### src/rtl/hammer_throttle_pkg.sv
package hammer_throttle_pkg;

   // Index width that stays at least one bit wide for single-entry sets.
   function automatic int unsigned safe_w(input int unsigned n);
      return (n > 1) ? $clog2(n) : 1;
   endfunction

   function automatic bit is_pow2(input int unsigned n);
      return (n != 0) && ((n & (n - 1)) == 0);
   endfunction

endpackage

### src/rtl/ht_pair_counter.sv
module ht_pair_counter #(
   parameter int unsigned MAX_ACTS = 20,
   parameter int unsigned CNT_W    = $clog2(MAX_ACTS + 1)
) (
   input  logic             clk,
   input  logic             rst_n,
   input  logic             hit,
   input  logic             tick,
   input  logic             rd_sel,
   output logic [CNT_W-1:0] rd_cnt
);
   localparam logic [CNT_W-1:0] CAP = CNT_W'(MAX_ACTS);

   logic [CNT_W-1:0] cnt0, cnt1;
   logic             clr0, clr1;

   assign clr0 = tick && !rd_sel;
   assign clr1 = tick &&  rd_sel;

   always_ff @(posedge clk) begin
      if (!rst_n) begin
         cnt0 <= '0;
         cnt1 <= '0;
      end else begin
         if (clr0)                   cnt0 <= '0;
         else if (hit && cnt0 < CAP) cnt0 <= cnt0 + CNT_W'(1);
         if (clr1)                   cnt1 <= '0;
         else if (hit && cnt1 < CAP) cnt1 <= cnt1 + CNT_W'(1);
      end
   end

   assign rd_cnt = rd_sel ? cnt1 : cnt0;

   p_sat_r3: assert property (@(posedge clk) disable iff (!rst_n)
      (cnt0 <= CAP) && (cnt1 <= CAP));

   p_inc_r2: assert property (@(posedge clk) disable iff (!rst_n)
      (hit && !tick && cnt0 < CAP) |=> (cnt0 == $past(cnt0) + CNT_W'(1)));

   p_clear_r5: assert property (@(posedge clk) disable iff (!rst_n)
      (tick && !rd_sel) |=> (cnt0 == '0));

   p_hold_r2: assert property (@(posedge clk) disable iff (!rst_n)
      (!hit && !tick) |=> $stable(cnt1));
endmodule

### src/rtl/ht_thread_gate.sv
module ht_thread_gate import hammer_throttle_pkg::*; #(
   parameter int unsigned MAX_ACTS     = 20,
   parameter int unsigned FRAC_W       = 8,
   parameter int unsigned MAX_INFLIGHT = 8,
   parameter int unsigned CNT_W        = $clog2(MAX_ACTS + 1),
   parameter int unsigned IDX_W        = FRAC_W + 1
) (
   input  logic             clk,
   input  logic             rst_n,
   input  logic [CNT_W-1:0] peak_cnt,
   input  logic             issue,
   input  logic             done,
   output logic [IDX_W-1:0] idx,
   output logic             allow
);
   localparam int unsigned OUT_W  = $clog2(MAX_INFLIGHT + 1);
   localparam int unsigned PROD_W = OUT_W + IDX_W;
   localparam int unsigned NUM_W  = CNT_W + FRAC_W;
   localparam int unsigned LOG2_M = $clog2(MAX_ACTS);
   localparam logic [IDX_W-1:0] ONE    = IDX_W'(1) << FRAC_W;
   localparam logic [OUT_W-1:0] CEIL_Q = OUT_W'(MAX_INFLIGHT);

   // Normalization: a shift when the maximum is a power of two, else a divide by a constant.
   generate
      if (is_pow2(MAX_ACTS) && (LOG2_M <= FRAC_W)) begin : g_shift
         assign idx = IDX_W'(peak_cnt) << (FRAC_W - LOG2_M);
      end else begin : g_div
         logic [NUM_W-1:0] numer;
         assign numer = {peak_cnt, {FRAC_W{1'b0}}};
         assign idx   = IDX_W'(numer / NUM_W'(MAX_ACTS));
      end
   endgenerate

   logic [PROD_W-1:0] prod;
   logic [OUT_W-1:0]  quota;
   logic [OUT_W-1:0]  outstanding;

   assign prod  = PROD_W'(MAX_INFLIGHT) * PROD_W'(ONE - idx);
   assign quota = OUT_W'(prod >> FRAC_W);
   assign allow = outstanding < quota;

   always_ff @(posedge clk) begin
      if (!rst_n) begin
         outstanding <= '0;
      end else if (issue && !done && outstanding < CEIL_Q) begin
         outstanding <= outstanding + OUT_W'(1);
      end else if (done && !issue && outstanding != '0) begin
         outstanding <= outstanding - OUT_W'(1);
      end
   end

   p_idx_bound_r3: assert property (@(posedge clk) disable iff (!rst_n)
      idx <= ONE);

   p_full_block_r8: assert property (@(posedge clk) disable iff (!rst_n)
      (idx == ONE) |-> !allow);

   p_free_r6: assert property (@(posedge clk) disable iff (!rst_n)
      (idx == '0 && outstanding < CEIL_Q) |-> allow);

   p_cap_r7: assert property (@(posedge clk) disable iff (!rst_n)
      outstanding <= CEIL_Q);

   p_step_r7: assert property (@(posedge clk) disable iff (!rst_n)
      (issue && !done && outstanding < CEIL_Q) |=> (outstanding == $past(outstanding) + OUT_W'(1)));
endmodule

### src/rtl/hammer_throttle.sv
module hammer_throttle import hammer_throttle_pkg::*; #(
   parameter  int unsigned NUM_THREADS  = 4,
   parameter  int unsigned NUM_BANKS    = 4,
   parameter  int unsigned MAX_ACTS     = 20,
   parameter  int unsigned FRAC_W       = 8,
   parameter  int unsigned MAX_INFLIGHT = 8,
   localparam int unsigned TID_W        = safe_w(NUM_THREADS),
   localparam int unsigned BANK_W       = safe_w(NUM_BANKS),
   localparam int unsigned IDX_W        = FRAC_W + 1
) (
   input  logic                         clk,
   input  logic                         rst_n,
   input  logic                         act_valid,
   input  logic [TID_W-1:0]             act_thread,
   input  logic [BANK_W-1:0]            act_bank,
   input  logic                         act_blacklisted,
   input  logic                         epoch_tick,
   input  logic [NUM_THREADS-1:0]       req_issue,
   input  logic [NUM_THREADS-1:0]       req_done,
   output logic [NUM_THREADS-1:0]       req_allow,
   output logic [NUM_THREADS*IDX_W-1:0] likelihood
);
   localparam int unsigned CNT_W = $clog2(MAX_ACTS + 1);

   if (NUM_THREADS < 1) begin : g_chk_thr
      $error("NUM_THREADS must be at least 1");
   end
   if (NUM_BANKS < 1) begin : g_chk_bank
      $error("NUM_BANKS must be at least 1");
   end
   if (MAX_ACTS < 1) begin : g_chk_acts
      $error("MAX_ACTS must be at least 1");
   end
   if (MAX_INFLIGHT < 1) begin : g_chk_infl
      $error("MAX_INFLIGHT must be at least 1");
   end
   if (FRAC_W < 1) begin : g_chk_frac
      $error("FRAC_W must be at least 1");
   end

   logic rd_sel;

   always_ff @(posedge clk) begin
      if (!rst_n)          rd_sel <= 1'b0;
      else if (epoch_tick) rd_sel <= ~rd_sel;
   end

   logic [CNT_W-1:0] rd_cnt [NUM_THREADS][NUM_BANKS];

   for (genvar t = 0; t < NUM_THREADS; t++) begin : g_thr
      for (genvar b = 0; b < NUM_BANKS; b++) begin : g_bank
         logic hit;
         assign hit = act_valid && act_blacklisted &&
                      (act_thread == TID_W'(t)) && (act_bank == BANK_W'(b));
         ht_pair_counter #(
            .MAX_ACTS (MAX_ACTS),
            .CNT_W    (CNT_W)
         ) u_pair (
            .clk    (clk),
            .rst_n  (rst_n),
            .hit    (hit),
            .tick   (epoch_tick),
            .rd_sel (rd_sel),
            .rd_cnt (rd_cnt[t][b])
         );
      end

      logic [CNT_W-1:0] peak;
      always_comb begin
         peak = '0;
         for (int b = 0; b < NUM_BANKS; b++) begin
            if (rd_cnt[t][b] > peak) peak = rd_cnt[t][b];
         end
      end

      ht_thread_gate #(
         .MAX_ACTS     (MAX_ACTS),
         .FRAC_W       (FRAC_W),
         .MAX_INFLIGHT (MAX_INFLIGHT),
         .CNT_W        (CNT_W),
         .IDX_W        (IDX_W)
      ) u_gate (
         .clk      (clk),
         .rst_n    (rst_n),
         .peak_cnt (peak),
         .issue    (req_issue[t]),
         .done     (req_done[t]),
         .idx      (likelihood[t*IDX_W +: IDX_W]),
         .allow    (req_allow[t])
      );
   end

   p_sel_swap_r5: assert property (@(posedge clk) disable iff (!rst_n)
      epoch_tick |=> (rd_sel != $past(rd_sel)));
endmodule

### config.mk
export PLATFORM = sky130hd
export DESIGN_NAME = hammer_throttle
export DESIGN_NICKNAME = d
export VERILOG_FILES = /design/src/rtl/hammer_throttle_pkg.sv /design/src/rtl/ht_pair_counter.sv /design/src/rtl/ht_thread_gate.sv /design/src/rtl/hammer_throttle.sv
export SDC_FILE = /design/constraint.sdc
export NUM_CORES = 1
export LEC_CHECK = 0
export CORE_MARGIN = 2
export CORE_UTILIZATION = 55
export DETAILED_ROUTE_END_ITERATION = 12
export PLACE_DENSITY = 0.78
export SLEW_MARGIN = 25
export SYNTH_ARGS = -nofsm -noshare
export SYNTH_HDL_FRONTEND = slang
export SYNTH_SLANG_ARGS = --single-unit
### constraint.sdc
create_clock -name clk -period 16.9 [get_ports clk]
set_clock_uncertainty 0.15 [all_clocks]
set_input_delay 4.225 -clock clk [delete_from_list [all_inputs] [get_ports clk]]
set_output_delay 4.225 -clock clk [all_outputs]
set_load 0.02 [all_outputs]
==> run summary <==
The most common cell type on the critical path is sky130_fd_sc_hd__ha_1. The worst setup path is launched from a flop. The number of antenna violations at the first check in global routing is 0. Setup repair after global routing could not meet its margin everywhere. The number of inserted diodes came out at 0.

The cell class contributing the biggest share of worst-path delay is compound AO/OA/AOI/OAI gates. The HPWL after detailed placement came out at 29.8 mm. The total number of nets in the final design came out at 2240. Summed over all cells, the static leakage comes to roughly 0.0075 uW. The data arrival time of the critical path came out at 11.75 ns.

The routed layout has about 16000 vias. The area growth from synthesis to layout is 10.7%. The post-synthesis sequential element count came out at between 150 and 200. The maximum fanout encountered on the critical timing path came out at 10. The number of remaining DRC errors is 0. The peak supply drop is 322 uV.

Setup violations remaining at the end of the flow were counted as 0. The number of H-tree levels came out at 4. The number of enable-type register cells in the synthesized netlist is 0. In the final timing run, aggregate negative setup slack is 0 ns. The number of global-route vias before repair came out at about 15000. The class of the worst hold path is flop to flop. The cell area after technology mapping is 16700 sq um.

The per-instance average area after synthesis came out at 8.15 sq um. The count of final hold-check violations is 0. The die extent in x is 178 um. The relative max-transition margin is 33.1%. The total clock sinks came out at 177. The total core area came out at ~30000 sq um. Summing all flip-flop and latch instances after layout gives 3550 sq um.

The first-pass iteration count of the detailed router is 5. Routability-driven placement finished with a final weighted congestion of 0.927. The floorplan step defined a die boundary enclosing 31800 sq um.

The largest individual stage delay along the critical path comes from the cell sky130_fd_sc_hd__or4_1. The buffering stage count on the worst path with inverters included is 7. Cells with a size suffix above 1 make up 12.3% of the layout.

The share of the yosys chip area belonging to registers came out at 21.2%. The boundary pin count came out at 57. The critical path data required time is 12.53 ns. The peak per-stage delay on the critical path is 0.58 ns. The quantity of hold-fixing buffers added after cts is 0. The worst setup path is captured at a primary output. Input and output buffers added on the ports amount to 56. The proportion of register bits with asynchronous set or reset after synthesis came out at 0%.

The post-route fraction of the period consumed by the critical path came out at 95.4%. The wire length of the first global-routing pass came out at between 60 and 70 mm. The number of nets with antenna violations after detailed routing came out at 0. The flip-flop cell with the highest count after synthesis is sky130_fd_sc_hd__dfxtp_1.

The clock transition time at the flip-flop clock pins of the worst setup and hold paths is 0.08 ns. The number of cell rows came out at 63. The total power of the final layout came out at 2180 uW. The via density per instance is approximately 6.3.

The post-route cell area came out at 18500 sq um. Entering global routing, the biggest net connects 56 pins. Synthesis produced 2053 cells. The run finished with clean final reports. The fill cell total of the finished layout is ~2500.

The clock latency at the later pin of the worst-skew pair came out at around 0.44 ns. The area of combinational cells with multiple inputs came out at 12600 sq um. The count of yosys warnings during synthesis came out at 0. The number of nets produced by synthesis is around 2200.

The measured slew at the worst slew-check pin is between 0.9 and 1 ns. Measured along the y axis, the die boundary spans 178 um. The cell sitting at the root of the clock tree is a sky130_fd_sc_hd__clkbuf_16. The number of DRC markers in iteration 0 is 1123. The CTS tree is yes. Static timing analysis puts the maximum clock frequency at just over 60 MHz. The total wire length after detailed routing is about 40 mm. The maximum clock insertion buffer count is 2. The power density relative to cell area is 118 nW/um^2. The instance area at placement came out at 17600 sq um. Synthesis instantiated roughly 120 different standard cells from the library. The setup path with the least slack is of type flop to primary output. The average detailed-routed wire length per instance is 16.2 um. The clock buffer count from CTS came out at 17. Across the run, the number of max-cap violations was 0.

The total routing resource utilization after global routing came out at 25.0%. The clock period could shrink to 16.12 ns. The initial core utilization came out at 56.1%. The final-report max-slew violation count came out at 0. The remaining global-route overflow came out at 0.
## layer usage
metal | track usage, % | vias up | routed length [um]
met3 | 2.88 | 52 | 1520
met1 | 32.5 | 7414 | 18300
met5 | 0 | - | 0
met2 | 43.3 | 387 | 19700
li1 | - | 7698 | -
met4 | 7.42 | 0 | 722
## kinds of logic (layout without fill, tap and decap cells)
kind of cell    after synthesis  in the layout  synth area share [%]
xor+xnor                    128            128                  6.70
simple gates                734            734                  21.6
buf+inv                     179            218                  4.80
mux                         142            142                  9.10
compound gates              549            549                  25.7
fa+ha+maj                   144            144                  11.0
flops                       177            177                  21.2
## power by group
group	internal, uW	leakage (uW)	switching [uW]
combinational	589	0.00573	741
clock	201	0.000296	195
sequential	430	0.00143	23.2
total	1220	0.00746	959
## stage by stage
step / instances / hold WS (ns) / util [%] / setup slack (ns)
after floorplan: 2053 / 0.285 / - / 0.765
after global placement: 2438 / 0.302 / 58.9 / -0.141
after detailed placement: 2438 / 0.311 / 58.9 / -0.235
after CTS: 2471 / 0.329 / 61.1 / 0.00109
after global routing: 2482 / 0.360 / 62.1 / -0.0700
final: 2482 / 0.336 / 62.1 / 0.777
## flip-flops by register name (all words and copies together), names as in the netlist
register and cells:
g_thr.g_bank.u_pair.cnt0 80, g_thr.g_bank.u_pair.cnt1 80, rd_sel 1, g_thr.u_gate.outstanding 16
## area by class of cell
| cell class | instances | area share (%) |
|---|---|---|
| Clock buffer | 17 | 2.30 |
| Clock inverter | 15 | 1.01 |
| Inverter | 84 | 1.72 |
| Multi-Input combinational cell | 1697 | 68.1 |
| Sequential cell | 177 | 19.2 |
| Tap cell | 390 | 2.64 |
| Timing Repair Buffer | 102 | 5.06 |
## what timing repair did
item	4_1_cts	5_1_grt
hold endpoints to repair	0	0
gates resized for setup	6	49
pin swaps	0	5
setup endpoints to repair	6	16
buffers inserted	1	11
## tightest hold or removal path: stages (launching register included)
cell	delay (ns)
sky130_fd_sc_hd__dfxtp_1	0.34
sky130_fd_sc_hd__inv_1	0.05
sky130_fd_sc_hd__a21oi_1	0.05
## Yosys cell counts, types with 17 or more instances
master	count	area [sq um]
sky130_fd_sc_hd__o21ai_0	94	470
sky130_fd_sc_hd__mux2_2	42	473
sky130_fd_sc_hd__clkbuf_1	64	240
sky130_fd_sc_hd__ha_1	140	1750
sky130_fd_sc_hd__or3_1	17	106
sky130_fd_sc_hd__nand4_1	47	294
sky130_fd_sc_hd__o21a_1	23	173
sky130_fd_sc_hd__and2_1	45	282
sky130_fd_sc_hd__inv_1	75	282
sky130_fd_sc_hd__a21o_1	33	248
sky130_fd_sc_hd__mux2i_1	92	921
sky130_fd_sc_hd__nor3_1	53	265
sky130_fd_sc_hd__nand2_1	132	495
sky130_fd_sc_hd__and3_1	28	175
sky130_fd_sc_hd__nand3_1	43	215
sky130_fd_sc_hd__a31oi_1	20	125
sky130_fd_sc_hd__dfxtp_1	177	3540
sky130_fd_sc_hd__a21oi_1	68	340
sky130_fd_sc_hd__a41oi_1	33	289
sky130_fd_sc_hd__xor2_1	77	674
sky130_fd_sc_hd__nand2b_1	17	106
sky130_fd_sc_hd__a211oi_1	24	180
sky130_fd_sc_hd__nor2_1	263	987
sky130_fd_sc_hd__xnor2_1	51	447
sky130_fd_sc_hd__o211ai_1	22	165
## path summary, 6_finish.rpt
kind	start	end	slack (ns)	cells past startpoint
min reg2reg	g_thr[0].g_bank[1].u_pair.cnt1[4]	g_thr[0].g_bank[1].u_pair.cnt1[4]	0.34	2
max	rd_sel	req_allow[3]	0.78	54
max reg2reg	rd_sel	g_thr[2].g_bank[2].u_pair.cnt1[3]	14.58	5
min	g_thr[0].g_bank[1].u_pair.cnt1[4]	g_thr[0].g_bank[1].u_pair.cnt1[4]	0.34	2
## cell usage in the layout (no fill, tap or decap), drive strengths merged, types with 17 or more instances in the layout
cell,count
nor2,265
clkbuf,17
mux2,47
a21oi,76
o31ai,21
mux2i,95
or3,17
and3,28
xnor2,51
o21a,25
a211oi,36
nand3,45
o211ai,25
a41oi,33
and2,47
a21o,33
nand4,47
inv,89
nor3,57
a31oi,20
o21ai,111
nand2,133
nor4,20
ha,140
nand2b,17
clkdlybuf4s50,54
buf,46
xor2,77
dfxtp,177
Power figures use the tool's default switching activity.
